File: config.mk
export PLATFORM = sky130hd
export DESIGN_NAME = mirq_ctrl
export DESIGN_NICKNAME = d
export VERILOG_FILES = /design/src/rtl/mirq_pkg.sv /design/src/rtl/mirq_src_latch.sv /design/src/rtl/mirq_mask_reg.sv /design/src/rtl/mirq_prio_enc.sv /design/src/rtl/mirq_ctrl.sv
export SDC_FILE = /design/constraint.sdc
export NUM_CORES = 1
export LEC_CHECK = 0
export ABC_AREA = 1
export BUFFER_PORTS_ARGS = -buffer_cell sky130_fd_sc_hd__buf_2
export CORE_MARGIN = 2
export CORE_UTILIZATION = 56
export DETAILED_ROUTE_END_ITERATION = 6
export HOLD_SLACK_MARGIN = 0.06
export PLACE_DENSITY = 0.84
export SLEW_MARGIN = 20
export SYNTH_ARGS = -nofsm -noshare
export SYNTH_HDL_FRONTEND = slang
export SYNTH_SLANG_ARGS = --single-unit
File: constraint.sdc
create_clock -name clk -period 3.2 [get_ports clk]
set_input_delay 0.48 -clock clk [delete_from_list [all_inputs] [get_ports clk]]
set_output_delay 0.48 -clock clk [all_outputs]
set_load 0.05 [all_outputs]
File: src/rtl/mirq_pkg.sv
// Package: shared constants and types for the masked interrupt controller.
// Assumes a single clock domain and a register port as wide as the source count.
package mirq_pkg;
    parameter int NUM_SRC   = 16;
    parameter int REG_W     = 16;
    parameter int VEC_SHIFT = 2;
    parameter logic [REG_W-1:0] MASK_RST = 16'h0010;

    typedef enum logic {
        SEL_VECTOR = 1'b0,
        SEL_MASK   = 1'b1
    } reg_sel_e;
endpackage

File: src/rtl/mirq_src_latch.sv
// Module: samples the request lines into the source register every clock.
// Assumes req_i is already synchronous to clk; no edge detection is done.
module mirq_src_latch #(
    parameter int N = 16
) (
    input  logic         clk,
    input  logic         rst_n,
    input  logic [N-1:0] req_i,
    output logic [N-1:0] src_o
);
    logic primed_q;

    // Source bits track the request levels, cleared by reset.
    always_ff @(posedge clk) begin
        if (!rst_n) src_o <= '0;
        else        src_o <= req_i;
    end

    // Marks that the previous edge was outside reset.
    always_ff @(posedge clk) begin
        primed_q <= rst_n;
    end

    assert_src_follows_R1: assert property (@(posedge clk) disable iff (!rst_n)
        primed_q |-> src_o == $past(req_i));
endmodule

File: src/rtl/mirq_mask_reg.sv
// Module: holds the software enable mask with a fixed reset value.
// Assumes wr_i is already qualified by the register select.
module mirq_mask_reg #(
    parameter int W = 16,
    parameter logic [W-1:0] RST_VAL = '0
) (
    input  logic         clk,
    input  logic         rst_n,
    input  logic         wr_i,
    input  logic [W-1:0] wdata_i,
    output logic [W-1:0] mask_o
);
    logic primed_q;

    // Loads the mask on a qualified write, holds otherwise.
    always_ff @(posedge clk) begin
        if (!rst_n)    mask_o <= RST_VAL;
        else if (wr_i) mask_o <= wdata_i;
    end

    // Marks that the previous edge was outside reset.
    always_ff @(posedge clk) begin
        primed_q <= rst_n;
    end

    assert_mask_load_R5: assert property (@(posedge clk) disable iff (!rst_n)
        (primed_q && $past(wr_i)) |-> mask_o == $past(wdata_i));
    assert_mask_hold_R9: assert property (@(posedge clk) disable iff (!rst_n)
        (primed_q && !$past(wr_i)) |-> $stable(mask_o));
endmodule

File: src/rtl/mirq_prio_enc.sv
// Module: picks the lowest-numbered pending source and forms its vector code.
// Assumes VW is wide enough for (N << SHIFT); purely combinational.
module mirq_prio_enc #(
    parameter int N     = 16,
    parameter int VW    = 16,
    parameter int SHIFT = 2
) (
    input  logic [N-1:0]  pend_i,
    output logic [N-1:0]  grant_o,
    output logic          any_o,
    output logic [VW-1:0] vec_o
);
    localparam int IDX_W = $clog2(N + 1);

    logic [N:0]       seen;
    logic [IDX_W-1:0] idx;
    logic [VW-1:0]    idx_ext;

    assign seen[0] = 1'b0;

    // Prefix chain: a bit wins only if no lower bit is pending.
    for (genvar i = 0; i < N; i++) begin : g_chain
        assign grant_o[i]  = pend_i[i] & ~seen[i];
        assign seen[i + 1] = seen[i] | pend_i[i];
    end

    assign any_o = seen[N];

    // Converts the one-hot grant into a binary source number.
    always_comb begin
        idx = '0;
        for (int i = 0; i < N; i++) begin
            if (grant_o[i]) idx = idx | IDX_W'(i);
        end
    end

    // Forms (n+1) << SHIFT, or zero with nothing pending.
    always_comb begin
        idx_ext = VW'(idx);
        vec_o   = any_o ? ((idx_ext + VW'(1)) << SHIFT) : '0;
    end

    always_comb begin
        assert_grant_single_R6: assert ($onehot0(grant_o));
        assert_grant_pending_R2: assert ((grant_o & ~pend_i) == '0);
    end
endmodule

File: src/rtl/mirq_ctrl.sv
// Module: masked local interrupt controller top level.
// Combines the source register, the enable mask and the priority encoder, and
// serves a 16-bit register port with registered read data.
// Assumes that the strobes are synchronous and that read and write are not issued together.
module mirq_ctrl
    import mirq_pkg::*;
(
    input  logic        clk,
    input  logic        rst_n,
    input  logic [15:0] req_i,
    input  logic        sel_i,
    input  logic        wr_en_i,
    input  logic        rd_en_i,
    input  logic [15:0] wdata_i,
    output logic [15:0] rdata_o,
    output logic        irq_o
);
    reg_sel_e           sel;
    logic [NUM_SRC-1:0] src;
    logic [NUM_SRC-1:0] mask;
    logic [NUM_SRC-1:0] pend;
    logic [NUM_SRC-1:0] grant;
    logic               any_pend;
    logic [REG_W-1:0]   vec;
    logic               wr_mask;
    logic               started_q;

    assign sel     = reg_sel_e'(sel_i);
    assign wr_mask = wr_en_i && (sel == SEL_MASK);

    mirq_src_latch #(.N(NUM_SRC)) u_src (
        .clk   (clk),
        .rst_n (rst_n),
        .req_i (req_i),
        .src_o (src)
    );

    mirq_mask_reg #(.W(REG_W), .RST_VAL(MASK_RST)) u_mask (
        .clk     (clk),
        .rst_n   (rst_n),
        .wr_i    (wr_mask),
        .wdata_i (wdata_i),
        .mask_o  (mask)
    );

    // Gates the sources by the enable mask.
    always_comb pend = src & mask;

    mirq_prio_enc #(.N(NUM_SRC), .VW(REG_W), .SHIFT(VEC_SHIFT)) u_enc (
        .pend_i  (pend),
        .grant_o (grant),
        .any_o   (any_pend),
        .vec_o   (vec)
    );

    // Drives the combined interrupt from the encoder's any-pending flag.
    always_comb irq_o = any_pend;

    // Captures the selected register on a read strobe.
    always_ff @(posedge clk) begin
        if (!rst_n)       rdata_o <= '0;
        else if (rd_en_i) rdata_o <= (sel == SEL_MASK) ? mask : vec;
    end

    // Marks that at least one edge has passed.
    always_ff @(posedge clk) begin
        started_q <= 1'b1;
    end

    assert_irq_vector_R3: assert property (@(posedge clk) disable iff (!rst_n)
        irq_o |-> (vec != '0));
    assert_idle_vector_R4: assert property (@(posedge clk) disable iff (!rst_n)
        !irq_o |-> (vec == '0));
    assert_rdata_hold_R10: assert property (@(posedge clk) disable iff (!rst_n)
        (started_q && $past(rst_n) && !$past(rd_en_i)) |-> $stable(rdata_o));
    assert_reset_state_R7: assert property (@(posedge clk)
        (started_q && !$past(rst_n)) |-> (src == '0 && mask == MASK_RST && rdata_o == '0 && !irq_o));
endmodule

==> results.tsv, run 1 <==
metric	value	unit
syn_nets	321	
WHS	350.8	ps
Port Buffers	53	
Area contributors post-synth	dfxtp_1, nor2_1, nand2_1, o21ai_0, a21oi_1	
status	complete, no violations	
worst-margin pin slew	706.2	ps
overall power	1.281	mW
Rel. slew slack	0.5292	
Post-synth EDFFs	0	
CP max-delay cell	dfxtp_1	
top-area cell type share of the netlist area	0.4534	
Crit Path Category	reg2out	
Detailed Place HPWL	3.488	mm
Seq/Total Area, Yosys	0.4534	
CTS tree	yes	
max incr delay on CP	370	ps
most frequent cell after synthesis	nor2_1	
clock latency on the worst-skew pair	310	ps
Setup crit end	irq_o	
flops & latches, synth	48	
Hold WC Path Type	in2reg	
ys flop type	dfxtp_1	
Required @ worst endpoint	2720	ps
number of max-cap violations	0	
die area	0.004293	mm²
vias	1924	
Core Rows	22	
ratio of cells with drive above 1 in the final layout	0.2703	
NumNets Final	370	
Initial DRC Count	121	
CTS buffer count	5	
placed cell area	0.002389	mm²
vias per cell	5.050	
Post-Syn Area	0.002120	mm²
initial core utilization	0.5789	
Final min period	2076	ps
critical path arrival	1600	ps
Synth async-reset ratio	0	
WL/cell	12.33	µm
Chip Width	65.52	µm
GR Overflow Total	0	
DRT Wirelength	4.699	mm
pin count of the biggest net entering global routing	49	
P&R area growth vs syn	17.24	%
post-CTS setup buffer count	0	
post-route setup TNS	0	ps
Critical R2R Capture	rdata_o[4]$_SDFFE_PN0P_	
fmax	0.4816	GHz
Core ar.	0.003661	mm²
GP Congestion	0.8337	
DRT antenna net count	0	
first-pass GRT wire length	7.665	mm
CP startpoint kind	flop	
fin cells	381	
Worst Setup SP	u_mask.mask_o[4]$_SDFFE_PN1P_	
final hold violation count	0	
synth cell count leaders	nor2_1, dfxtp_1, nand2_1	
cts hold-fix bufs	0	
Gate Count Post-Synth	283	
overall routing resource usage	0.2373	
initial antenna violation count	0	
RSZ-0062 raised after global routing	no	
period utilization	0.6489	
Max Clock Skew	5.326	ps
R2R Path Start	u_mask.mask_o[1]$_SDFFE_PN0P_	
clock-pin slew on the worst setup and hold paths	80	ps
post_cts resized	0	
Post-Syn Area per Cell	7.490	µm²
r2r setup slk	1430	ps
die height	65.52	µm
Synth warnings	0	
vias in the first global route	1763	
peak supply drop	306.7	µV
area leader, netlist	dfxtp_1	
Pwr per Cell Area	515.6	mW/mm²
Lkg Pwr	1.333	nW
worst path cell trace	nand2_2 > nand3_4 > nor2_4 > nand2_4 > nor2_8 > nand4_2 > buf_2	
max-slew violation count	0	
H-tree depth	2	
Remaining DRCs	0	
Unique masters post-synth	25	
antenna diode count	0	
Setup-failing EPs final	0	
DR pass1 iterations	4	
Worst setup EP type	output port	
Clock Sinks	48	
I/O pin count	54	
CTS Buffer Depth	2	
Final Cell Area	0.002485	mm²
Worst Path Max Fanout	4	
Root Driver	clkbuf_8	
placed insts	373	
number of cells on the worst reg-to-reg path	13	
## logic make-up after synthesis
family | synth area share
AND/OR/NAND/NOR | 0.3152
AO/OA/AOI/OAI | 0.1423
flip-flops | 0.4534
buffers and inverters | 0.08323
adder cells (fa/ha/maj) | 0.005902
## worst min path at each step
stage / start / endpoint / slack, ps / cells after the start
global placement: rdata_o[1]$_SDFFE_PN0P_ / rdata_o[1]$_SDFFE_PN0P_ / 470 / 2
CTS: req_i[4] / u_src.src_o[4]$_SDFF_PN0_ / 350 / 3
finish: req_i[4] / u_src.src_o[4]$_SDFF_PN0_ / 350 / 3
detailed placement: rdata_o[1]$_SDFFE_PN0P_ / rdata_o[1]$_SDFFE_PN0P_ / 480 / 2
floorplan: u_mask.mask_o[10]$_SDFFE_PN0P_ / u_mask.mask_o[10]$_SDFFE_PN0P_ / 480 / 2
global route: req_i[3] / u_src.src_o[3]$_SDFF_PN0_ / 350 / 3
## flip-flops by register name, summed over array words and instances, names as in the netlist
signal and count:
rdata_o 16, u_src.src_o 16, u_mask.mask_o 16
## stage by stage
stage / util / worst slack [ps]
CTS: 0.6787 / 1127
global placement: 0.6524 / 1437
detailed placement: 0.6524 / 1345
finish: 0.6787 / 1124
global route: 0.6787 / 1028
floorplan: - / 1473
## critical path: cells and delay by family, from the launching register on
family        cells  cell delay, ps
buf+inv           1             240
simple gates      6             680
flops             1             370
## area by class of cell
cell class	instances	area (µm²)
fillers	322	1176
inverters	32	120.1
flip-flops and latches	48	960.9
clock inverters	2	13.76
clock buffers	6	82.58
multi-input cells	192	982.2
repair buffers	53	265.3
well taps	48	60.06
## power by group
group	internal, mW	switching (mW)
Combinational	0.0770	0.167
Sequential	0.634	0.0247
Clock	0.177	0.203
Total	0.887	0.394
## routing by layer
metal  vias to the layer above  track usage  wire, µm  part of all wire
li1                        996            -         -                 -
met1                       862       0.2672      2015              0.43
met2                        58       0.4311      2353              0.50
met3                         8      0.05993       244             0.052
met4                         0      0.08333        86             0.018
met5                         -            0         0                 0
## cells in the final DEF (no fill, tap or decap), types with 5 or more instances in the layout
| cell | synthesis | routed |
|---|---|---|
| o21ai_0 | 32 | 32 |
| clkbuf_8 | 0 | 6 |
| nand2_2 | 7 | 7 |
| nand2_4 | 6 | 6 |
| buf_2 | 0 | 53 |
| dfxtp_1 | 48 | 48 |
| nor2_2 | 5 | 5 |
| a21oi_1 | 23 | 23 |
| nor2_1 | 49 | 49 |
| nand2_1 | 44 | 44 |
| inv_1 | 28 | 28 |
| nand3_1 | 12 | 12 |
Power figures use the tool's default switching activity.
==> run 2, diff against run 1 <==
CORE_UTILIZATION = 52   (was 56)
PLACE_DENSITY = 0.78   (was 0.84)
clock period = 2 ns   (was 3.2 ns; I/O delays follow)
==> run 2 against run 1 <==
Net effect: setup slack got worse by 960 ps; clock power up 87%; critical path depth is the same; die area is 7.2% higher; highest routed layer unchanged.
==> results.tsv, run 2 (synthesized netlist as in run 1, its figures left out) <==
metric	value	unit	change
GP Congestion	0.8339		about the same
Clock Sinks	48		unchanged
Remaining DRCs	0		unchanged
Net Switching	0.6319	mW	+60%
max incr delay on CP	330	ps	-40 ps
Sw Share	0.2942		-0.01323
DR pass1 iterations	5		+1
R2R Path Start	u_mask.mask_o[2]$_SDFFE_PN0P_		
critical path arrival	1540	ps	-60 ps
Rel. slew slack	0.5459		+0.01667
pin count of the biggest net entering global routing	49		unchanged
die area	0.004603	mm²	+7.2%
initial core utilization	0.5337		-0.04524
Lkg Pwr	1.346	nW	+0.94%
Critical R2R Capture	rdata_o[4]$_SDFFE_PN0P_		
Setup-failing EPs final	0		unchanged
commonest non-fill, non-tap cell in the layout	buf_2		
Initial DRC Count	49		-60%
Hold WC Path Type	in2reg		
sequential share of power	0.489		-0.025
Core ar.	0.003971	mm²	+8.5%
overall routing resource usage	0.2196		-0.01769
Chip Width	67.85	µm	+3.5%
CTS tree	yes		
number of fillers in the final layout	372		+16%
Core Rows	23		+4.5%
Largest regs	rdata_o: 16 flops, u_mask.mask_o: 16 flops, u_src.src_o: 16 flops		
commonest cells after routing, fill and taps aside	buf_2, nor2_1, dfxtp_1		
fmax	0.5440	GHz	
first-pass GRT wire length	7.583	mm	-1.1%
Multi-input gate area	982.2	µm²	unchanged
Required @ worst endpoint	1700	ps	-1020 ps
status	complete, no violations		
NumNets Final	372		+0.54%
number of max-cap violations	0		unchanged
max-slew violation count	0		unchanged
CTS buffer count	5		unchanged
CTS Buffer Depth	2		unchanged
vias	1904		-1.0%
DRT antenna net count	0		unchanged
H-tree depth	2		unchanged
Final Cell Area	0.002521	mm²	+1.5%
die height	67.85	µm	+3.5%
FF+latch area	960.9	µm²	unchanged
cts hold-fix bufs	0		unchanged
DRT Wirelength	4.641	mm	-1.2%
Clock power frac	0.329		+0.033
I/O pin count	54		unchanged
r2r setup slk	260	ps	-1170 ps
post-CTS setup buffer count	0		unchanged
post_cts resized	0		unchanged
GR Overflow Total	0		unchanged
internal power	1.516	mW	+71%
WHS Path Cells	3		unchanged
Port Buffers	53		unchanged
clock-pin slew on the worst setup and hold paths	80	ps	about the same
Pwr per Cell Area	852.0	mW/mm²	+65%
final hold violation count	0		unchanged
peak supply drop	671.9	µV	+120%
antenna diode count	0		unchanged
Setup crit end	irq_o		
vias per cell	4.945		-2.1%
Max Clock Skew	5.225	ps	-0.1013 ps
CP startpoint kind	flop		
CP max-delay cell	dfxtp_1		
worst path cell trace	nand2_1 > nand3_1 > nor2_2 > inv_2 > nor2_8 > nand4_2 > buf_2		
RSZ-0062 raised after global routing	no		
clock latency on the worst-skew pair	310	ps	about the same
Final min period	1838	ps	
worst-margin pin slew	681.2	ps	-25.00 ps
ratio of cells with drive above 1 in the final layout	0.2746		+0.004357
WL/cell	12.05	µm	-2.3%
vias in the first global route	1751		-0.68%
placed cell area	0.002406	mm²	+0.73%
Crit Path Category	reg2out		
Detailed Place HPWL	3.359	mm	-3.7%
P&R area growth vs syn	18.95	%	
Root Driver	clkbuf_8		
Worst setup EP type	output port		
initial antenna violation count	0		unchanged
Comb pwr share	0.182		-0.008
Worst Path Max Fanout	3		-1
Worst Setup SP	u_mask.mask_o[9]$_SDFFE_PN0P_		
period utilization	0.9192		
number of cells on the worst reg-to-reg path	13		unchanged
post-route setup TNS	0	ps	unchanged
## run 2: changes by cell type in the layout (fill, tap and decap cells not counted), sizes merged
cell	delta
buf	+2
bufinv	+1
clkbuf	-1
clkinv	-1
clkinvlp	+1
## run 2: how the worst min path moves through the flow
stage | start | to | slack, ps
2_1_floorplan | req_i[10] | u_src.src_o[10]$_SDFF_PN0_ | 390
3_3_place_gp | rdata_o[1]$_SDFFE_PN0P_ | rdata_o[1]$_SDFFE_PN0P_ | 470
3_5_place_dp | req_i[10] | u_src.src_o[10]$_SDFF_PN0_ | 480
4_1_cts | req_i[10] | u_src.src_o[10]$_SDFF_PN0_ | 160
5_1_grt | req_i[15] | u_src.src_o[15]$_SDFF_PN0_ | 180
6_report | req_i[10] | u_src.src_o[10]$_SDFF_PN0_ | 170
## run 2: final cells by class
class | count | area share
multi-input combinational | 192 | 0.3896
sequential | 48 | 0.3811
timing repair buffer | 55 | 0.1112
inverter | 32 | 0.04764
clock buffer | 5 | 0.02730
tap | 50 | 0.02481
clock inverter | 3 | 0.01836
## run 2: critical path, delay by kind of cell, from the launching register on
family / cells / cell delay (ps)
DFF: 1 / 330
and+or+nand+nor: 5 / 580
buffers and inverters: 2 / 320
## run 2: metrics by stage
step	instances	setup WS [ps]	utilization	hold WS, ps	total power [mW]
after floorplan	283	273.5	-	393.5	1.358
after detailed placement	377	291.5	0.6059	481.4	1.463
after CTS	385	144.0	0.6348	163.8	2.166
after global placement	377	362.8	0.6059	471.8	1.457
after global routing	385	61.30	0.6348	176.7	2.250
final	385	161.7	0.6348	169.5	2.148
## run 2: power by group through the flow
| stage | logic [mW] | registers [mW] | clock network, mW |
|---|---|---|---|
| floorplan | 0.223 | 1.13 | 0 |
| detailed placement | 0.391 | 1.07 | 0 |
| finish | 0.390 | 1.05 | 0.708 |
| global route | 0.436 | 1.06 | 0.756 |
| global placement | 0.386 | 1.07 | 0 |
| CTS | 0.392 | 1.05 | 0.724 |
## run 2: per-layer routing
layer	GRT usage	part of all wire
met1	0.2649	0.47
met2	0.3909	0.48
met3	0.04770	0.038
met4	0.06500	0.012
met5	0	0
